## config.mk

```make
export PLATFORM = sky130hd
export DESIGN_NAME = cmp_evt_ctrl
export DESIGN_NICKNAME = d
export VERILOG_FILES = /design/src/rtl/cmp_evt_pkg.sv /design/src/rtl/cmp_sync.sv /design/src/rtl/cmp_edge_det.sv /design/src/rtl/cmp_ctrl_reg.sv /design/src/rtl/cmp_evt_ctrl.sv
export SDC_FILE = /design/constraint.sdc
export NUM_CORES = 1
export LEC_CHECK = 0
export ABC_CLOCK_PERIOD_IN_PS = 1500
export BUFFER_PORTS_ARGS = -buffer_cell sky130_fd_sc_hd__buf_2
export CORE_MARGIN = 2
export CORE_UTILIZATION = 25
export DETAILED_ROUTE_END_ITERATION = 8
export PLACE_DENSITY_LB_ADDON = 0.15
export SYNTH_ARGS = -nofsm -noshare
export SYNTH_HDL_FRONTEND = slang
export SYNTH_HIERARCHICAL = 1
export SYNTH_SLANG_ARGS = --single-unit
```

## constraint.sdc

```tcl
create_clock -name clk -period 1.5 [get_ports clk]
set_input_delay 0.375 -clock clk [delete_from_list [all_inputs] [get_ports clk]]
set_output_delay 0.375 -clock clk [all_outputs]
set_load 0.02 [all_outputs]
```

## src/rtl/cmp_evt_pkg.sv

```systemverilog
package cmp_evt_pkg;
  localparam int REG_W    = 8;
  localparam int B_OFF    = 7;
  localparam int B_REFSEL = 6;
  localparam int B_OUT    = 5;
  localparam int B_FLAG   = 4;
  localparam int B_IE     = 3;
  localparam int B_CAP    = 2;

  typedef enum logic [1:0] {
    EDGE_ANY  = 2'b00,
    EDGE_RSVD = 2'b01,
    EDGE_FALL = 2'b10,
    EDGE_RISE = 2'b11
  } edge_mode_e;

  typedef struct packed {
    logic       off;
    logic       ref_sel;
    logic       ie;
    logic       cap_en;
    edge_mode_e mode;
  } ctrl_t;
endpackage

```

## src/rtl/cmp_sync.sv

```systemverilog
module cmp_sync #(
  parameter int STAGES = 2
) (
  input  logic clk,
  input  logic rst_n,
  input  logic hold,
  input  logic din,
  output logic dout
);
  logic [STAGES-1:0] pipe;

  generate
    if (STAGES == 1) begin : g_single
      always_ff @(posedge clk) begin
        if (!rst_n)     pipe <= '0;
        else if (!hold) pipe <= din;
      end
    end else begin : g_chain
      always_ff @(posedge clk) begin
        if (!rst_n)     pipe <= '0;
        else if (!hold) pipe <= {pipe[STAGES-2:0], din};
      end
    end
  endgenerate

  assign dout = pipe[STAGES-1];
endmodule

```

## src/rtl/cmp_edge_det.sv

```systemverilog
module cmp_edge_det
  import cmp_evt_pkg::*;
(
  input  logic       clk,
  input  logic       rst_n,
  input  logic       sample,
  input  logic       active,
  input  edge_mode_e mode,
  output logic       evt
);
  logic prev;
  logic rise, fall;

  always_ff @(posedge clk) begin
    if (!rst_n) prev <= 1'b0;
    else        prev <= sample;
  end

  assign rise = sample & ~prev;
  assign fall = ~sample & prev;

  always_comb begin
    unique case (mode)
      EDGE_ANY:  evt = rise | fall;
      EDGE_FALL: evt = fall;
      EDGE_RISE: evt = rise;
      default:   evt = 1'b0;
    endcase
    if (!active) evt = 1'b0;
  end
endmodule

```

## src/rtl/cmp_ctrl_reg.sv

```systemverilog
module cmp_ctrl_reg
  import cmp_evt_pkg::*;
(
  input  logic             clk,
  input  logic             rst_n,
  input  logic             wr_en,
  input  logic [REG_W-1:0] wdata,
  input  logic             set_evt,
  input  logic             vec_ack,
  output ctrl_t            ctrl,
  output logic             flag
);
  logic clr;

  assign clr = (wr_en & wdata[B_FLAG]) | vec_ack;

  always_ff @(posedge clk) begin
    if (!rst_n) begin
      ctrl <= '0;
    end else if (wr_en) begin
      ctrl.off     <= wdata[B_OFF];
      ctrl.ref_sel <= wdata[B_REFSEL];
      ctrl.ie      <= wdata[B_IE];
      ctrl.cap_en  <= wdata[B_CAP];
      ctrl.mode    <= edge_mode_e'(wdata[1:0]);
    end
  end

  always_ff @(posedge clk) begin
    if (!rst_n) flag <= 1'b0;
    else        flag <= set_evt | (flag & ~clr);
  end
endmodule

```

## src/rtl/cmp_evt_ctrl.sv

```systemverilog
module cmp_evt_ctrl
  import cmp_evt_pkg::*;
#(
  parameter int SYNC_STAGES = 2
) (
  input  logic             clk,
  input  logic             rst_n,
  input  logic             cmp_raw,
  input  logic             reg_wr_en,
  input  logic [REG_W-1:0] reg_wdata,
  output logic [REG_W-1:0] reg_rdata,
  input  logic             global_ie,
  input  logic             vec_ack,
  output logic             irq,
  output logic             pos_src_sel,
  output logic             cmp_off,
  output logic             capt_out
);
  ctrl_t ctrl;
  logic  flag;
  logic  cmp_s;
  logic  evt;

  cmp_sync #(.STAGES(SYNC_STAGES)) u_sync (
    .clk  (clk),
    .rst_n(rst_n),
    .hold (ctrl.off),
    .din  (cmp_raw),
    .dout (cmp_s)
  );

  cmp_edge_det u_edge (
    .clk   (clk),
    .rst_n (rst_n),
    .sample(cmp_s),
    .active(~ctrl.off),
    .mode  (ctrl.mode),
    .evt   (evt)
  );

  cmp_ctrl_reg u_reg (
    .clk    (clk),
    .rst_n  (rst_n),
    .wr_en  (reg_wr_en),
    .wdata  (reg_wdata),
    .set_evt(evt),
    .vec_ack(vec_ack),
    .ctrl   (ctrl),
    .flag   (flag)
  );

  always_comb begin
    reg_rdata           = '0;
    reg_rdata[B_OFF]    = ctrl.off;
    reg_rdata[B_REFSEL] = ctrl.ref_sel;
    reg_rdata[B_OUT]    = cmp_s;
    reg_rdata[B_FLAG]   = flag;
    reg_rdata[B_IE]     = ctrl.ie;
    reg_rdata[B_CAP]    = ctrl.cap_en;
    reg_rdata[1:0]      = ctrl.mode;
  end

  assign irq         = flag & ctrl.ie & global_ie;
  assign pos_src_sel = ctrl.ref_sel;
  assign cmp_off     = ctrl.off;
  assign capt_out    = ctrl.cap_en & cmp_s;
endmodule

```

# ---- Yosys cells after proc, flatten, opt, wreduce, memory -nomap -nowiden
# Cells that the tools add are included.
dict set report totals {
  reg_bits 10
  latchBits 0
  ramBits 0
  mem_bits_ro 0
  input_bits 14
  output_inout_bits 12
  n_memories 0
}
dict set report op_classes {
  n_addsub 0
  multipliers 0
  n_div 0
  order_cmp 0
  n_eq_ne 2
  shifts 0
  n_mux 2
  bitwise 13
  reduce_logical 1
}
# op n
set ops {}
lappend ops {{$and A1 B1 Y1} 7}
lappend ops {{$eq A2 B2 Y1 const B} 2}
lappend ops {{$not A1 Y1} 3}
lappend ops {{$or A1 B1 Y1} 3}
lappend ops {{$pmux W1 S3} 1}
lappend ops {{$logic_not A2 Y1} 1}
lappend ops {{$mux W1} 1}

# ---- Depth between registers and ports, before layout
dict set report depth {
  ltp_word 6
  mapped_depth 5
}

# ---- Modules after synthesis
# Netlist, hierarchy kept.
# module instances cells_each area_each_um2 seq_area_each_um2
set modules_own_cells {}
lappend modules_own_cells {cmp_ctrl_reg 1 23 272.8 140.1}
lappend modules_own_cells {cmp_edge_det 1 11 97.6 20.0}
lappend modules_own_cells {cmp_sync 1 6 72.6 40.0}
lappend modules_own_cells {cmp_evt_ctrl 1 7 46.3 0.0}

# ---- Worst setup path after synthesis
# OpenSTA, ideal clock, no wires.
dict set report synth_timing {
  path_type {register to register}
  startpoint {reg u_sync.pipe[1]}
  endpoint {reg u_reg.flag}
  t_arrival_ns 1.143
  required_ns 1.442
  path_slack_ns 0.299
  stages_incl_launch_ff 6
  n_path_buf 0
  period_less_slack_ns 1.201
  path_cell_list {dfxtp_1 inv_1 ha_1 nor2b_1 o41ai_2 o21a_1}
}
dict set report synth_via {
  elab_chain_len 6
}
# element line
set synth_lines {}
lappend synth_lines {{from (decl)} cmp_sync.sv:10} ;# logic [STAGES-1:0] pipe;
lappend synth_lines {{from (signal assigned)} cmp_sync.sv:21} ;# else if (!hold) pipe <= {pipe[STAGES-2:0], din};
lappend synth_lines {{$not A1 Y1} cmp_edge_det.sv:20} ;# assign fall = ~sample & prev;
lappend synth_lines {{$and A1 B1 Y1} cmp_edge_det.sv:20}
lappend synth_lines {{$or A1 B1 Y1} cmp_edge_det.sv:24} ;# EDGE_ANY: evt = rise | fall;
lappend synth_lines {{$pmux W1 S3 (*)} cmp_edge_det.sv:23} ;# unique case (mode)
lappend synth_lines {{$mux W1 (*)} cmp_edge_det.sv:29} ;# if (!active) evt = 1'b0;
lappend synth_lines {{via evt} cmp_evt_ctrl.sv:22} ;# logic evt;
lappend synth_lines {{$or A1 B1 Y1 (*)} cmp_ctrl_reg.sv:31} ;# else flag <= set_evt | (flag & ~clr);
lappend synth_lines {{to (signal assigned)} cmp_ctrl_reg.sv:31}
lappend synth_lines {{to (decl)} cmp_ctrl_reg.sv:11} ;# output logic flag
# Mark *: on every way through the listed nets, which the timed path passes. The rest lies on a longest branch.
# A chain may end at the register's enable or synchronous reset.

# ---- Worst setup path after layout
dict set report layout_timing {
  startpoint {reg u_sync.pipe[1]}
  endpoint {out capt_out}
}
dict set report layout_via {
  elab_chain_len 1
}
# element line
set layout_lines {}
lappend layout_lines {{$and A1 B1 Y1} cmp_evt_ctrl.sv:66} ;# assign capt_out = ctrl.cap_en & cmp_s;
lappend layout_lines {{to (decl)} cmp_evt_ctrl.sv:17} ;# output logic capt_out
# No other way between the ends.

==> flow_summary.toml <==
[worst_setup_path]
crit_slowest_cell = "dfxtp_1"
worstSetupPathType = "reg -> out"
slowest_delay_ns = 0.40
path_cells = "and2_1, buf_2"
critPathRequiredTime_ns = 1.12
cp-start-kind = "register"
r2r_setup_slack_ns = 0.20
crit_fanout = 6
crit_family = "flip-flops"
end_kind = "primary output"
reg2reg_from = "u_sync/pipe[1]"
arrival_ns = 0.95
r2r-end = "u_reg/flag"
crit_buf_inv = 1
rr_worst_depth = 5

[power_and_ir_drop]
swShare = 0.257
pwr_density_cell_mw_per_mm2 = 908
p_clk_frac = 0.305
p_comb_frac = 0.173
p_leak_nw = 0.318
p_int_mw = 0.420
switchingPower_mw = 0.145
pwr-share-seq = 0.522
ir_drop_mv = 0.324

[clocking]
h-tree-depth = 1
clock_latency_ns = 0.26
cts_buffer_depth = 2
cts_tree = "built"
hold_buffers = 0
post_cts_resized = 0
root_buffer = "clkbuf_4"
cts.reportedPaths.clkPinSlew_ns = 0.06
numCtsBuffers = 3
post-cts-setup-buffer-count = 0
cts.sinks = 10

[placement]
placed_cells = 91
placed_area_um2 = 599
io_buffers = 24
dp_hpwl_um = 692
place_ws_ns = 0.191
gp_congestion = 0.594

[detailed_routing]
dr_wl_met2_um = 403
wl_met1_um = 403
antenna_left = 0
drt_iter0_drc = 6
dr_total_vias = 372
avgViaCountPerCell = 3.96
routed.top_layer = "met3"
wire_per_inst_um = 9.27
routed_wirelength_um = 871
dr_wl_met3_um = 64
drc = 0
dr.pass1.iters = 4

[synthesis]
synthArstFlopShare = 0
ys.warnings.count = 6
synth-simple-area-share = 0.179
synth_compound_area_frac = 0.0742
syn-instance-count = 47
synthMuxAreaShare = 0.164
synth-adder-area-share = 0.0512
yosysTopAreaCell = "dfxtp_1"
synth_cell_types = 13
synthesis.nets = 63
synthFlopType = "dfxtp_1"
synth_top_family_by_area = "simple AND/OR/NAND/NOR gates"
syn_area_per_cell_um2 = 10.4
ys_seq_elements = 10
synth.cell_area_um2 = 489
synth.area.top_cells = "dfxtp_1, mux2i_1, nor2b_1"
synth-xor-area-share = 0
synth_top_area_frac = 0.409
synth_seq_area_share = 0.409
synth_edf_count = 0
synthTopCellsByCount = "dfxtp_1, nor2b_1, mux2i_1"

[worst_hold_path]
min_from = "reg_wdata[2]"
hold_path_end = "u_reg/ctrl[2]"
worstHoldPathCells = 3
hp-class = "in -> reg"

[global_routing]
grt-ovfl-total = 0
antenna_found_initial = 0
grt_pass1_vias = 306
grt_pass1_wl_mm = 1.26
grt_usage = 0.0839
grt_max_degree = 11

[floorplanning]
die_area_mm2 = 0.00233
pin_count = 26
rows = 15
initial_core_util = 0.274
fp.dieH_um = 48.2
core_region_area_mm2 = 0.00178
fp.dieW_um = 48.2

[status]
status = "completed"

[cells_and_area]
fin_util = 0.349
drive_gt1_frac = 0.420
fin_nets = 87
fillers = 193
multi_input_area_um2 = 229
finalNonFillerCells = 94
area_delta_synth_final_pct = 27.1
insertedDiodeCount = 0
ff_latch_area_um2 = 200
design_area_um2 = 622

[sta]
finalSetupTns_ns = 0
clock.fmax_ghz = 0.753
relSlewSlack = 0.829
period_share = 0.885
min_period_ns = 1.33
tightest_slew_ns = 0.253
maxSlewViolCount = 0
report.final.setup_viol = 0
finalHoldViolations = 0
setup_slack_ns = 0.172
rsz0062_at_grt = "no"
fin_skew_ns = 0.00538

[run]
cap_violations = 0
==> power by group through the flow <==
stage / clock network, mW / logic [mW] / registers, mW
floorplan: 0 / 0.0603 / 0.311
global placement: 0 / 0.0990 / 0.301
detailed placement: 0 / 0.0994 / 0.301
CTS: 0.186 / 0.100 / 0.295
global route: 0.200 / 0.108 / 0.298
finish: 0.172 / 0.0978 / 0.295
==> layer usage <==
| metal | track usage | up-vias |
|---|---|---|
| li1 | - | 194 |
| met1 | 0.0893 | 160 |
| met2 | 0.132 | 18 |
| met3 | 0.0556 | 0 |
| met4 | 0.0324 | 0 |
| met5 | 0 | - |
==> logic make-up after synthesis <==
group	after synthesis
and+or+nand+nor	14
buffers and inverters	10
DFF	10
adders and majority gates	2
muxes	8
AOI/OAI and AO/OA	3
==> registers in the layout, indices dropped and copies added, names as in the netlist <==
signal and count:
u_reg/flag 1, u_reg/ctrl 6, u_sync/pipe 2, u_edge/prev 1
==> how the worst max path moves through the flow <==
| stage | cells after the start | startpoint | slack (ns) | to |
|---|---|---|---|---|
| after floorplan | 5 | u_sync/pipe[1] | 0.30 | u_reg/flag |
| after global placement | 5 | u_sync/pipe[1] | 0.21 | u_reg/flag |
| after detailed placement | 5 | u_sync/pipe[1] | 0.19 | u_reg/flag |
| after CTS | 2 | u_sync/pipe[1] | 0.15 | capt_out |
| after global routing | 5 | u_sync/pipe[1] | 0.07 | u_reg/flag |
| final | 2 | u_sync/pipe[1] | 0.17 | capt_out |
==> cell usage in the layout (no fill, tap or decap) <==
cell      netlist  layout
and2_1          2       2
o21a_1          1       1
buf_2           0      24
mux2i_1         8       8
a211oi_2        1       1
inv_1           5       5
nand4_1         1       1
dfxtp_1        10      10
nor2b_1        10      10
and3_1          1       1
clkbuf_4        0       3
o41ai_2         1       1
ha_1            2       2
==> worst register-to-register path, stage by stage (launching register included) <==
cell and delay, ns:
dfxtp_1 0.40, inv_1 0.06, ha_1 0.28, nor2b_1 0.13, o41ai_2 0.22, o21a_1 0.16
==> metrics by stage <==
| step | total power [mW] | hold WS [ns] |
|---|---|---|
| 6_report | 0.565 | 0.377 |
| 5_1_grt | 0.605 | 0.368 |
| 4_1_cts | 0.582 | 0.371 |
| 3_5_place_dp | 0.401 | 0.516 |
| 3_3_place_gp | 0.400 | 0.500 |
| 2_1_floorplan | 0.371 | 0.482 |
==> final cells by class <==
cell class | instances | area share
Clock buffer | 3 | 0.0362
Inverter | 5 | 0.0302
Multi-Input combinational cell | 27 | 0.368
Sequential cell | 10 | 0.322
Tap cell | 25 | 0.0503
Timing Repair Buffer | 24 | 0.193
Note: power is estimated with default switching activity, not from simulation.
